File: config.mk
export PLATFORM = sky130hd
export DESIGN_NAME = qpos_counter
export DESIGN_NICKNAME = d
export VERILOG_FILES = /design/src/rtl/qpos_pkg.sv /design/src/rtl/qpos_phase_dec.sv /design/src/rtl/qpos_index_qual.sv /design/src/rtl/qpos_count_core.sv /design/src/rtl/qpos_counter.sv
export SDC_FILE = /design/constraint.sdc
export NUM_CORES = 1
export LEC_CHECK = 0
export ABC_CLOCK_PERIOD_IN_PS = 3700
export CAP_MARGIN = 10
export CORE_MARGIN = 2
export CORE_UTILIZATION = 38
export CTS_BUF_LIST = sky130_fd_sc_hd__clkbuf_8
export DETAILED_ROUTE_END_ITERATION = 12
export PLACE_DENSITY = 0.73
export SLEW_MARGIN = 30
export SYNTH_ARGS = -nofsm -noshare
export SYNTH_HDL_FRONTEND = slang
export SYNTH_SLANG_ARGS = --single-unit
export TNS_END_PERCENT = 10
File: constraint.sdc
create_clock -name clk -period 3.7 [get_ports clk]
set_input_delay 0.925 -clock clk [delete_from_list [all_inputs] [get_ports clk]]
set_output_delay 0.925 -clock clk [all_outputs]
set_load 0.005 [all_outputs]
File: src/rtl/qpos_pkg.sv
package qpos_pkg;

  typedef enum logic [1:0] {
    STEP_NONE = 2'd0,
    STEP_FWD  = 2'd1,
    STEP_ILL  = 2'd2,
    STEP_REV  = 2'd3
  } step_e;

  typedef enum logic {
    MODE_IDX_RESET = 1'b0,
    MODE_IDX_INIT  = 1'b1
  } idx_mode_e;

  // Position of a phase state inside the quadrature cycle.
  function automatic logic [1:0] phase_pos(input logic [1:0] ab);
    logic [1:0] p;
    case (ab)
      2'b00:   p = 2'd0;
      2'b01:   p = 2'd1;
      2'b11:   p = 2'd2;
      default: p = 2'd3;
    endcase
    return p;
  endfunction

endpackage

File: src/rtl/qpos_phase_dec.sv
module qpos_phase_dec
  import qpos_pkg::*;
(
  input  logic       clk,
  input  logic       rst,
  input  logic [1:0] ab_in,
  output step_e      step,
  output logic [1:0] edge_id,
  output logic       phase_err
);

  logic [1:0] ab_q;
  logic [1:0] p_prev;
  logic [1:0] p_cur;
  logic [1:0] delta;

  always_comb begin
    p_prev  = phase_pos(ab_q);
    p_cur   = phase_pos(ab_in);
    delta   = p_cur - p_prev;
    step    = step_e'(delta);
    // Physical edge: lower position of the pair that was crossed.
    edge_id = (delta == 2'd1) ? p_prev : p_cur;
  end

  always_ff @(posedge clk) begin
    if (rst) begin
      ab_q      <= ab_in;
      phase_err <= 1'b0;
    end else begin
      ab_q <= ab_in;
      if (step == STEP_ILL) phase_err <= 1'b1;
    end
  end

  AST_ERR_STICKY: assert property (@(posedge clk) disable iff (rst)
    phase_err |=> phase_err);

  AST_ILL_BOTH_PHASES: assert property (@(posedge clk) disable iff (rst)
    (step == STEP_ILL) |-> (ab_in == ~ab_q));

endmodule

File: src/rtl/qpos_index_qual.sv
module qpos_index_qual
  import qpos_pkg::*;
(
  input  logic       clk,
  input  logic       rst,
  input  idx_mode_e  mode,
  input  logic       idx,
  input  step_e      step,
  input  logic [1:0] edge_id,
  input  logic       dir_q,
  output logic       ld_zero,
  output logic       ld_max,
  output logic       ld_init,
  output logic       first_seen,
  output logic       first_dir
);

  logic       idx_q;
  logic [1:0] first_edge;
  logic       valid_edge;
  logic       fwd_edge;
  logic       evt;

  always_comb begin
    valid_edge = (step == STEP_FWD) || (step == STEP_REV);
    fwd_edge   = (step == STEP_FWD);
    if (mode == MODE_IDX_RESET)
      evt = idx && valid_edge && (!first_seen || (edge_id == first_edge));
    else
      evt = idx && !idx_q;
    ld_zero = (mode == MODE_IDX_RESET) && evt && fwd_edge;
    ld_max  = (mode == MODE_IDX_RESET) && evt && !fwd_edge;
    ld_init = (mode == MODE_IDX_INIT)  && evt;
  end

  always_ff @(posedge clk) begin
    if (rst) begin
      idx_q      <= 1'b0;
      first_seen <= 1'b0;
      first_dir  <= 1'b0;
      first_edge <= 2'd0;
    end else begin
      idx_q <= idx;
      if (evt && !first_seen) begin
        first_seen <= 1'b1;
        first_dir  <= valid_edge ? fwd_edge : dir_q;
        first_edge <= edge_id;
      end
    end
  end

  AST_LOAD_ONEHOT: assert property (@(posedge clk) disable iff (rst)
    $onehot0({ld_zero, ld_max, ld_init}));

  AST_FIRST_STICKY: assert property (@(posedge clk) disable iff (rst)
    first_seen |=> first_seen);

  AST_RELOAD_NEEDS_IDX: assert property (@(posedge clk) disable iff (rst)
    (ld_zero || ld_max) |-> (idx && valid_edge));

  AST_INIT_ON_RISE: assert property (@(posedge clk) disable iff (rst)
    ld_init |=> !ld_init);

endmodule

File: src/rtl/qpos_count_core.sv
module qpos_count_core
  import qpos_pkg::*;
#(
  parameter int CNT_W = 16
) (
  input  logic             clk,
  input  logic             rst,
  input  step_e            step,
  input  logic             ld_zero,
  input  logic             ld_max,
  input  logic             ld_init,
  input  logic [CNT_W-1:0] pos_max,
  input  logic [CNT_W-1:0] pos_init,
  output logic [CNT_W-1:0] cnt,
  output logic             dir
);

  localparam logic [CNT_W-1:0] CNT_ZERO = '0;
  localparam logic [CNT_W-1:0] CNT_ONE  = {{(CNT_W-1){1'b0}}, 1'b1};

  logic ld_any;
  assign ld_any = ld_zero || ld_max || ld_init;

  always_ff @(posedge clk) begin
    if (rst) begin
      cnt <= CNT_ZERO;
      dir <= 1'b0;
    end else begin
      if (step == STEP_FWD) dir <= 1'b1;
      else if (step == STEP_REV) dir <= 1'b0;

      if (ld_init)      cnt <= pos_init;
      else if (ld_zero) cnt <= CNT_ZERO;
      else if (ld_max)  cnt <= pos_max;
      else begin
        case (step)
          STEP_FWD: cnt <= (cnt == pos_max) ? CNT_ZERO : cnt + CNT_ONE;
          STEP_REV: cnt <= (cnt == CNT_ZERO) ? pos_max : cnt - CNT_ONE;
          default:  cnt <= cnt;
        endcase
      end
    end
  end

  AST_FWD_WRAP: assert property (@(posedge clk) disable iff (rst)
    (step == STEP_FWD && !ld_any && cnt == pos_max) |=> (cnt == CNT_ZERO));

  AST_REV_WRAP: assert property (@(posedge clk) disable iff (rst)
    (step == STEP_REV && !ld_any && cnt == CNT_ZERO) |=> (cnt == $past(pos_max)));

  AST_ILL_HOLD: assert property (@(posedge clk) disable iff (rst)
    (step == STEP_ILL && !ld_any) |=> ($stable(cnt) && $stable(dir)));

  AST_LOAD_ZERO: assert property (@(posedge clk) disable iff (rst)
    ld_zero |=> (cnt == CNT_ZERO));

  AST_LOAD_MAX: assert property (@(posedge clk) disable iff (rst)
    ld_max |=> (cnt == $past(pos_max)));

endmodule

File: src/rtl/qpos_counter.sv
module qpos_counter
  import qpos_pkg::*;
#(
  parameter int CNT_W = 16
) (
  input  logic             clk,
  input  logic             rst,
  input  logic             enc_a,
  input  logic             enc_b,
  input  logic             enc_idx,
  input  logic             idx_mode,
  input  logic [CNT_W-1:0] pos_max,
  input  logic [CNT_W-1:0] pos_init,
  output logic [CNT_W-1:0] pos_cnt,
  output logic             dir_fwd,
  output logic             first_idx_seen,
  output logic             first_idx_dir,
  output logic             phase_err
);

  step_e      step;
  logic [1:0] edge_id;
  logic       ld_zero;
  logic       ld_max;
  logic       ld_init;

  qpos_phase_dec u_dec (
    .clk       (clk),
    .rst       (rst),
    .ab_in     ({enc_a, enc_b}),
    .step      (step),
    .edge_id   (edge_id),
    .phase_err (phase_err)
  );

  qpos_index_qual u_idx (
    .clk        (clk),
    .rst        (rst),
    .mode       (idx_mode_e'(idx_mode)),
    .idx        (enc_idx),
    .step       (step),
    .edge_id    (edge_id),
    .dir_q      (dir_fwd),
    .ld_zero    (ld_zero),
    .ld_max     (ld_max),
    .ld_init    (ld_init),
    .first_seen (first_idx_seen),
    .first_dir  (first_idx_dir)
  );

  qpos_count_core #(.CNT_W(CNT_W)) u_cnt (
    .clk      (clk),
    .rst      (rst),
    .step     (step),
    .ld_zero  (ld_zero),
    .ld_max   (ld_max),
    .ld_init  (ld_init),
    .pos_max  (pos_max),
    .pos_init (pos_init),
    .cnt      (pos_cnt),
    .dir      (dir_fwd)
  );

endmodule

==> results of run 1 <==
## worst min-delay path, delay by kind of cell (launching register included)
kind,cells,cell delay [ns]
flops,1,0.35
simple gates,1,0.07
compound gates,1,0.04
## cell type report
| type | count | share of cell area |
|---|---|---|
| multi-input cells | 285 | 0.566 |
| clock inverters | 1 | 0.00265 |
| flip-flops and latches | 25 | 0.152 |
| clock buffers | 3 | 0.0125 |
| inverters | 12 | 0.0136 |
| well taps | 77 | 0.0292 |
| repair buffers | 78 | 0.224 |
## placed cells by master, fill, tap and decap left out, types with 3 or more instances in the layout
master and n:
nand2b_1 3, clkdlybuf4s50_1 57, nor3_1 12, o221ai_1 4, o211ai_1 5, dfxtp_1 25
inv_1 12, nor4_1 10, mux2i_1 5, o32ai_1 3, ha_1 8, buf_4 20
xnor2_1 30, o22ai_1 12, xor2_1 11, and3_1 5, a211oi_1 9, nand4_1 10
a21oi_1 19, nor2_1 31, a31oi_1 7, nand2_1 34, a311oi_1 3, clkbuf_8 3
o21ai_0 18, or3_1 4, nand3_1 10
## cell families (layout without fill, tap and decap cells)
family / Yosys count / count (layout)
compound gates: 97 / 97
xor+xnor: 42 / 42
fa+ha+maj: 8 / 8
buf+inv: 46 / 94
flops: 25 / 25
mux: 6 / 6
simple gates: 132 / 132
## path summary, 6_finish.rpt
path | to
min | u_dec.phase_err$_SDFFE_PP0N_
min reg2reg | u_dec.phase_err$_SDFFE_PP0N_
max reg2reg | u_cnt.cnt[1]$_SDFFE_PP0P_
max | u_cnt.cnt[9]$_SDFFE_PP0P_
## state kept, by name (all words and copies together), names as in the netlist
| register | cells |
|---|---|
| u_idx.idx_q | 1 |
| u_dec.ab_q | 2 |
| u_cnt.dir | 1 |
| u_idx.first_edge | 2 |
| u_idx.first_dir | 1 |
| u_dec.phase_err | 1 |
| u_idx.first_seen | 1 |
| u_cnt.cnt | 16 |
## through the flow
step           TNS (ns)  utilization  cells
4_1_cts               0        0.512    481
3_3_place_gp      -1.71        0.504    477
6_report              0        0.514    481
2_1_floorplan         0            -    356
3_5_place_dp      -3.55        0.504    477
5_1_grt               0        0.514    481
## power breakdown
part / leakage [uW] / internal, uW / switching [uW] / total (uW)
clock network: 0.0000261 / 79.5 / 113 / 192
logic: 0.000956 / 456 / 485 / 941
registers: 0.000207 / 317 / 122 / 439
## per-layer routing
metal,track usage,vias to the layer above,part of all wire
li1,-,1394,-
met1,0.315,1341,0.43
met2,0.371,175,0.46
met3,0.0433,19,0.089
met4,0.0592,0,0.018
met5,0,-,0
## repair_timing
| item | 4_1_cts | 5_1_grt |
|---|---|---|
| resized for setup | 1 | 4 |
| setup endpoints to repair | 2 | 7 |
| hold endpoints to repair | 0 | 0 |
==> flow_metrics.env, run 1 <==
export IMPL_grt_pass1_wl_um=13800
export IMPL_rr_startpoint="u_cnt.cnt[2]$_SDFFE_PP0P_"
export IMPL_crit_chain="clkdlybuf4s50_1, inv_1, ha_1, ha_1, xnor3_1, mux2i_1, xnor2_1, a21o_4, buf_4, a221o_1, a21oi_1"
export IMPL_leakage_uw=0.00119
export IMPL_rows=29
export IMPL_core_sq_um=6420
export IMPL_path_depth=11
export IMPL_path_class="in -> reg"
export IMPL_antenna_left=0
export IMPL_die_y_um=86.2
export IMPL_place_hpwl_um=6090
export IMPL_antenna_found_initial=0
export IMPL_synth_area_leaders="dfxtp_1 20%, xnor2_1 10%, nand2_1 5.0%, nor2_1 4.5%, a21oi_1 3.9%"
export IMPL_place_ws_ns=-0.294
export IMPL_root_buffer="clkbuf_8"
export IMPL_crit_start="enc_b"
export IMPL_slew_headroom=0.402
export IMPL_critPathMostFrequentCell="ha_1"
export IMPL_ios=58
export IMPL_die_w_um=86.2
export IMPL_fmax_mhz=287
export IMPL_synthFlopType="dfxtp_1"
export IMPL_synth_edff_count=0
export IMPL_avgSynthCellArea_sq_um=7.20
export IMPL_htreeDepth=1
export IMPL_power_density_nw_per_um2=476
export IMPL_synth_compound_area_frac=0.254
export IMPL_gp_congestion=0.948
export IMPL_cp_arrival_ns=3.72
export IMPL_cts_post_setup_buffers_inserted=0
export IMPL_drive_above_1_share=0.0891
export IMPL_final_nets=451
export IMPL_synth_most_common_cell="nand2_1"
export IMPL_ys_ff_latch=25
export IMPL_crit_fanout=15
export IMPL_cp_slowest_cell="clkdlybuf4s50_1"
export IMPL_hp_class="reg -> reg"
export IMPL_synth_fp_nets=402
export IMPL_setup_slack_ns=0.215
export IMPL_hold_viol_final=0
export IMPL_start_util=0.399
export IMPL_max_cap_violations=0
export IMPL_diodes=0
export IMPL_syn2layout_area_growth_pct=28.7
export IMPL_reg2reg_slack_ns=0.71
export IMPL_via_count=2929
export IMPL_numCtsBuffers=3
export IMPL_via_per_inst=6.09
export IMPL_synthDistinctLibCells=52
export IMPL_firstDrtPassIters=8
export IMPL_fillers=618
export IMPL_seq_area_sq_um=500
export IMPL_clkTransAtPathRegs_ns=0.11
export IMPL_drc=0
export IMPL_synthAdderAreaFrac=0.0390
export IMPL_dieArea_sq_um=7420
export IMPL_yosysTopAreaCellShare=0.195
export IMPL_slowest_delay_ns=0.50
export IMPL_peakVddDrop_v=0.000279
export IMPL_slew_violations=0
export IMPL_setup_violations=0
export IMPL_async_flop_share=0
export IMPL_portBuffers=57
export IMPL_synth_commonest_cells="34 x nand2_1, 31 x nor2_1, 30 x xnor2_1, 25 x dfxtp_1, 20 x a21oi_1"
export IMPL_crit_path_start_kind="primary input"
export IMPL_cp_top_family="compound AO/OA/AOI/OAI gates"
export IMPL_yosys_area_share_simple=0.258
export IMPL_cts_tree="built"
export IMPL_path_buf_inv=3
export IMPL_finalWirelength_um=8490
export IMPL_multi_input_area_sq_um=1870
export IMPL_synth_largest_area_cell="dfxtp_1"
export IMPL_grt_max_degree=25
export IMPL_dr_first_iter_drc_count=433
export IMPL_final_cell_area_sq_um=3300
export IMPL_ff2ff_path_depth=7
export IMPL_hp_start="u_dec.phase_err$_SDFFE_PP0N_"
export IMPL_cts_hold_buf=0
export IMPL_grt_use_total=0.230
export IMPL_finalPower_uw=1570
export IMPL_whs_ns=0.485
export IMPL_synthCells=356
export IMPL_rsz0062_at_grt="false"
export IMPL_hold_depth=2
export IMPL_outcome="finished, final reports clean"
export IMPL_finalCriticalPeriod_ns=3.49
export IMPL_grt_pass1_vias=2784
export IMPL_overflow=0
export IMPL_synth_xor_area_share=0.149
export IMPL_synth_area_mux_share=0.0239
export IMPL_clock_latency_ns=0.29
export IMPL_fin_crit_sh=0.942
export IMPL_clock_sinks=25
export IMPL_synth_top_family_by_area="simple AND/OR/NAND/NOR gates"
export IMPL_postPlaceCellArea_sq_um=3240
export IMPL_critPathCaptureType="flop"
export IMPL_wl_per_cell_um=17.7
export IMPL_crit_required_ns=3.93
export IMPL_clock_path_buffers=2
export IMPL_ys_seq_area_frac=0.195
export IMPL_synth_area_sq_um=2560
export IMPL_yosys_warnings=0
export IMPL_tightest_slew_ns=0.897
export IMPL_fin_skew_ns=0.00448
(Power assumes the default switching activity.)
==> run 2, diff against run 1 <==
--- a/config.mk
+++ b/config.mk
@@ -5,7 +5,7 @@
 export SDC_FILE = /design/constraint.sdc
 export NUM_CORES = 1
 export LEC_CHECK = 0
-export ABC_CLOCK_PERIOD_IN_PS = 3700
+export ABC_CLOCK_PERIOD_IN_PS = 3800
 export CAP_MARGIN = 10
 export CORE_MARGIN = 2
 export CORE_UTILIZATION = 38
==> constraint.sdc (replaced) <==
create_clock -name clk -period 3.8 [get_ports clk]
set_input_delay 0.95 -clock clk [delete_from_list [all_inputs] [get_ports clk]]
set_output_delay 0.95 -clock clk [all_outputs]
set_load 0.005 [all_outputs]
==> run 2 against run 1 <==
  * Flip-flop and latch count is the same
  * Power shrank 4.6%
  * Critical path depth up 1
  * Clock skew fell by 0.0014 ns
  * Sequential share of layout area grew 0.20 points
  * Largest cell class unchanged
  * Largest power group unchanged
  * Worst setup slack improved by 0.0092 ns
==> flow_metrics.env, run 2 (same netlist as run 1, synthesis figures left out) <==
export IMPL_drive_above_1_share=0.0775
export IMPL_clock_sinks=25
export IMPL_final_common_cell="clkdlybuf4s50_1"
export IMPL_place_hpwl_um=6030
export IMPL_clock_path_buffers=2
export IMPL_place_ws_ns=-0.186
export IMPL_cp_slowest_cell="clkdlybuf4s50_1"
export IMPL_firstDrtPassIters=5
export IMPL_dieArea_sq_um=7420
export IMPL_finalCriticalPeriod_ns=3.58
export IMPL_portBuffers=57
export IMPL_path_class="in -> reg"
export IMPL_fin_skew_ns=0.00306
export IMPL_numCtsBuffers=3
export IMPL_finalPower_uw=1500
export IMPL_setup_violations=0
export IMPL_cp_top_family="buffers and inverters"
export IMPL_crit_required_ns=3.99
export IMPL_grt_pass1_vias=2818
export IMPL_biggestRegsByFlops="u_cnt.cnt (16), u_dec.ab_q (2), u_idx.first_edge (2)"
export IMPL_setup_slack_ns=0.224
export IMPL_finalWirelength_um=8360
export IMPL_diodes=0
export IMPL_clkTransAtPathRegs_ns=0.10
export IMPL_finalNonFillerCells=477
export IMPL_cp_arrival_ns=3.77
export IMPL_leakage_uw=0.00117
export IMPL_grt_max_degree=25
export IMPL_final_nets=447
export IMPL_rows=29
export IMPL_dr_first_iter_drc_count=378
export IMPL_final_cell_area_sq_um=3260
export IMPL_via_per_inst=6.14
export IMPL_path_buf_inv=4
export IMPL_fillers=644
export IMPL_crit_path_start_kind="primary input"
export IMPL_max_cap_violations=0
export IMPL_grt_pass1_wl_um=13500
export IMPL_dp_cells=473
export IMPL_antenna_left=0
export IMPL_power_density_nw_per_um2=461
export IMPL_hp_class="reg -> reg"
export IMPL_wl_per_cell_um=17.5
export IMPL_antenna_found_initial=0
export IMPL_die_w_um=86.2
export IMPL_grt_use_total=0.226
export IMPL_clock_latency_ns=0.28
export IMPL_overflow=0
export IMPL_syn2layout_area_growth_pct=27.1
export IMPL_slew_headroom=0.377
export IMPL_rsz0062_at_grt="false"
export IMPL_core_sq_um=6420
export IMPL_via_count=2931
export IMPL_tightest_slew_ns=0.934
export IMPL_drc=0
export IMPL_crit_fanout=10
export IMPL_slew_violations=0
export IMPL_htreeDepth=1
export IMPL_critPathCaptureType="flop"
export IMPL_outcome="finished, final reports clean"
export IMPL_fmax_mhz=280
export IMPL_ios=58
export IMPL_post_route_util=0.508
export IMPL_slowest_delay_ns=0.49
export IMPL_final_cell_mix="57 x clkdlybuf4s50_1, 34 x nand2_1, 31 x nor2_1"
export IMPL_hold_viol_final=0
export IMPL_cts_tree="built"
export IMPL_gp_congestion=0.929
export IMPL_root_buffer="clkbuf_8"
export IMPL_fin_crit_sh=0.941
export IMPL_start_util=0.399
export IMPL_top_register="u_cnt.cnt"
export IMPL_largest_register_ffs=16
export IMPL_crit_chain="clkdlybuf4s50_1, inv_1, ha_1, ha_1, xnor3_1, buf_4, nor2_1, or2_2, buf_4, o211ai_1, a211oi_1, nor4_1"
export IMPL_peakVddDrop_v=0.000276
export IMPL_postPlaceCellArea_sq_um=3210
export IMPL_die_y_um=86.2
## run 2: cell type report
| class | instances | area, sq um | area share |
|---|---|---|---|
| Multi-Input combinational cell | 285 | 1860 | 0.570 |
| Timing Repair Buffer | 74 | 711 | 0.218 |
| Sequential cell | 25 | 500 | 0.154 |
| Tap cell | 77 | 96.3 | 0.0296 |
| Inverter | 12 | 45.0 | 0.0138 |
| Clock buffer | 3 | 41.3 | 0.0127 |
| Clock inverter | 1 | 8.76 | 0.00269 |
## run 2: timing repair
action / in CTS / in global routing
endpoints found under the hold margin: 0 / 0
setup endpoints to repair: 0 / 11
setup buffers: 0 / 0
hold buffers: 0 / 0
gates resized for setup: 0 / 2
## run 2: power by group
group	internal, uW	total [uW]	switching [uW]
registers	309	425	116
clock network	77.2	178	101
logic	434	898	464
total	820	1500	681
## run 2: metal layers
metal / vias up / share of wire / track usage
met4: 0 / 0.027 / 0.0823
met1: 1346 / 0.41 / 0.297
li1: 1383 / - / -
met3: 22 / 0.096 / 0.0500
met2: 180 / 0.46 / 0.364
met5: - / 0 / 0
## run 2: final timing paths
kind                            cells past startpoint                    startpoint  slack [ns]                      endpoint
worst max register to register                      7     u_cnt.cnt[2]$_SDFFE_PP0P_        0.85     u_cnt.cnt[1]$_SDFFE_PP0P_
worst min register to register                      2  u_dec.phase_err$_SDFFE_PP0N_        0.48  u_dec.phase_err$_SDFFE_PP0N_
worst max-delay path                               12                         enc_b        0.22     u_cnt.cnt[3]$_SDFFE_PP0P_
worst min-delay path                                2  u_dec.phase_err$_SDFFE_PP0N_        0.48  u_dec.phase_err$_SDFFE_PP0N_
## run 2: tightest hold or removal path: stages, from the launching register on
cell and delay (ns):
dfxtp_1 0.34, a21oi_1 0.04, nor2_1 0.07
## run 2: stage by stage
step | setup TNS, ns | hold WS, ns
after floorplan | 0 | 0.460
after global placement | -0.333 | 0.464
after detailed placement | -1.99 | 0.463
after CTS | 0 | 0.494
after global routing | 0 | 0.522
final | 0 | 0.483
==> run 3, diff against run 2 <==
--- a/config.mk
+++ b/config.mk
@@ -5,7 +5,7 @@
 export SDC_FILE = /design/constraint.sdc
 export NUM_CORES = 1
 export LEC_CHECK = 0
-export ABC_CLOCK_PERIOD_IN_PS = 3800
+export ABC_CLOCK_PERIOD_IN_PS = 4620
 export CAP_MARGIN = 10
 export CORE_MARGIN = 2
 export CORE_UTILIZATION = 38
==> constraint.sdc (replaced) <==
create_clock -name clk -period 4.62 [get_ports clk]
set_input_delay 1.155 -clock clk [delete_from_list [all_inputs] [get_ports clk]]
set_output_delay 1.155 -clock clk [all_outputs]
set_load 0.005 [all_outputs]
==> run 3 against run 2 <==
  * Hold slack improved by 0.017 ns
  * Clock skew increased by 0.0047 ns
  * Cell count is 1.0% lower
  * Combinational power down 20%
  * Critical path depth fell by 2
  * Via count shrank 2.5%
  * Die area stayed put
  * Register-to-register slack better by 0.62 ns
==> flow_metrics.env, run 3 (same netlist as run 1, synthesis figures left out) <==
export IMPL_fin_skew_ns=0.00774
export IMPL_whs_ns=0.499
export IMPL_hp_class="reg -> reg"
export IMPL_dieArea_sq_um=7420
export IMPL_slew_violations=0
export IMPL_portBuffers=57
export IMPL_overflow=0
export IMPL_drive_above_1_share=0.0633
export IMPL_final_nets=442
export IMPL_critPathMostFrequentCell="ha_1"
export IMPL_outcome="finished, final reports clean"
export IMPL_seq_area_sq_um=500
export IMPL_final_cell_mix="57 x clkdlybuf4s50_1, 34 x nand2_1, 31 x nor2_1"
export IMPL_via_count=2858
export IMPL_biggestRegsByFlops="u_cnt.cnt (16), u_dec.ab_q (2), u_idx.first_edge (2)"
export IMPL_slowest_delay_ns=0.58
export IMPL_cts_resized=0
export IMPL_dp_cells=468
export IMPL_finalNonFillerCells=472
export IMPL_firstDrtPassIters=6
export IMPL_antenna_left=0
export IMPL_power_density_nw_per_um2=378
export IMPL_gp_congestion=0.925
export IMPL_finalCriticalPeriod_ns=4.11
export IMPL_clock_sinks=25
export IMPL_finalPower_uw=1210
export IMPL_peakVddDrop_v=0.000194
export IMPL_cts_tree="built"
export IMPL_diodes=0
export IMPL_slew_headroom=0.375
export IMPL_drc=0
export IMPL_via_per_inst=6.06
export IMPL_cp_arrival_ns=4.29
export IMPL_syn2layout_area_growth_pct=24.9
export IMPL_fin_tns_setup_ns=0
export IMPL_core_sq_um=6420
export IMPL_cp_slowest_cell="a21o_1"
export IMPL_cts_post_setup_buffers_inserted=0
export IMPL_grt_pass1_vias=2690
export IMPL_max_cap_violations=0
export IMPL_die_y_um=86.2
export IMPL_leakage_uw=0.00114
export IMPL_grt_pass1_wl_um=13600
export IMPL_final_common_cell="clkdlybuf4s50_1"
export IMPL_clkTransAtPathRegs_ns=0.10
export IMPL_critPathCaptureType="flop"
export IMPL_wl_per_cell_um=17.6
export IMPL_fillers=640
export IMPL_finalWirelength_um=8320
export IMPL_top_register="u_cnt.cnt"
export IMPL_reg2reg_slack_ns=1.47
export IMPL_largest_register_ffs=16
export IMPL_hold_viol_final=0
export IMPL_ios=58
export IMPL_dr_first_iter_drc_count=433
export IMPL_rows=29
export IMPL_fmax_mhz=243
export IMPL_crit_fanout=16
export IMPL_fin_crit_sh=0.890
export IMPL_antenna_found_initial=0
export IMPL_die_w_um=86.2
export IMPL_clock_latency_ns=0.29
export IMPL_tightest_slew_ns=0.937
export IMPL_grt_use_total=0.227
export IMPL_rsz0062_at_grt="false"
export IMPL_root_buffer="clkbuf_8"
export IMPL_path_class="in -> reg"
export IMPL_crit_chain="clkdlybuf4s50_1, inv_1, ha_1, ha_1, xnor3_1, mux2i_1, xnor2_1, a21o_1, a211oi_1, a2111oi_2"
export IMPL_crit_required_ns=4.80
export IMPL_multi_input_area_sq_um=1850
export IMPL_start_util=0.399
export IMPL_crit_path_start_kind="primary input"
export IMPL_place_hpwl_um=5880
export IMPL_clock_path_buffers=2
export IMPL_htreeDepth=1
export IMPL_grt_max_degree=27
export IMPL_cts_hold_buf=0
export IMPL_numCtsBuffers=3
export IMPL_setup_violations=0
run 3: worst max-delay path, delay by kind of cell:
kind                     cells  cell delay, ns
XOR/XNOR                     2            0.64
multiplexers                 1            0.35
adder cells (fa/ha/maj)      2            0.52
AO/OA/AOI/OAI                3            1.08
buffers and inverters        2            0.55
run 3: final cells by class:
type	instances	share of cell area
multi-input combinational	285	0.579
sequential	25	0.156
timing repair buffer	69	0.206
tap	77	0.0301
inverter	12	0.0141
clock inverter	1	0.00156
clock buffer	3	0.0129
run 3: final timing paths:
path / startpoint / endpoint / cells past startpoint
hold reg to reg: u_dec.phase_err$_SDFFE_PP0N_ / u_dec.phase_err$_SDFFE_PP0N_ / 2
hold / removal: u_dec.phase_err$_SDFFE_PP0N_ / u_dec.phase_err$_SDFFE_PP0N_ / 2
setup reg to reg: u_cnt.cnt[10]$_SDFFE_PP0P_ / u_cnt.cnt[1]$_SDFFE_PP0P_ / 7
setup / recovery: enc_b / u_cnt.cnt[8]$_SDFFE_PP0P_ / 10
run 3: power by group:
group,switching (uW),total (uW),leakage [uW],internal [uW]
Combinational,379,716,0.000909,337
Sequential,96.6,350,0.000207,254
Clock,82.8,144,0.0000255,60.9
Total,558,1210,0.00114,652
run 3: layer usage:
layer,wire length (um),vias to the layer above,track usage,part of all wire
met5,0,-,0,0
met4,165,0,0.0620,0.020
met3,633,19,0.0414,0.076
met2,3800,141,0.360,0.46
met1,3730,1323,0.315,0.45
li1,-,1375,-,-
run 3: metrics by stage:
stage	util	cell area (sq um)	setup slack, ns
after floorplan	-	2560	1.32
final	0.499	3200	0.510
after global routing	0.499	3200	0.233
after detailed placement	0.492	3160	0.249
after global placement	0.492	3160	0.477
after CTS	0.499	3200	0.542
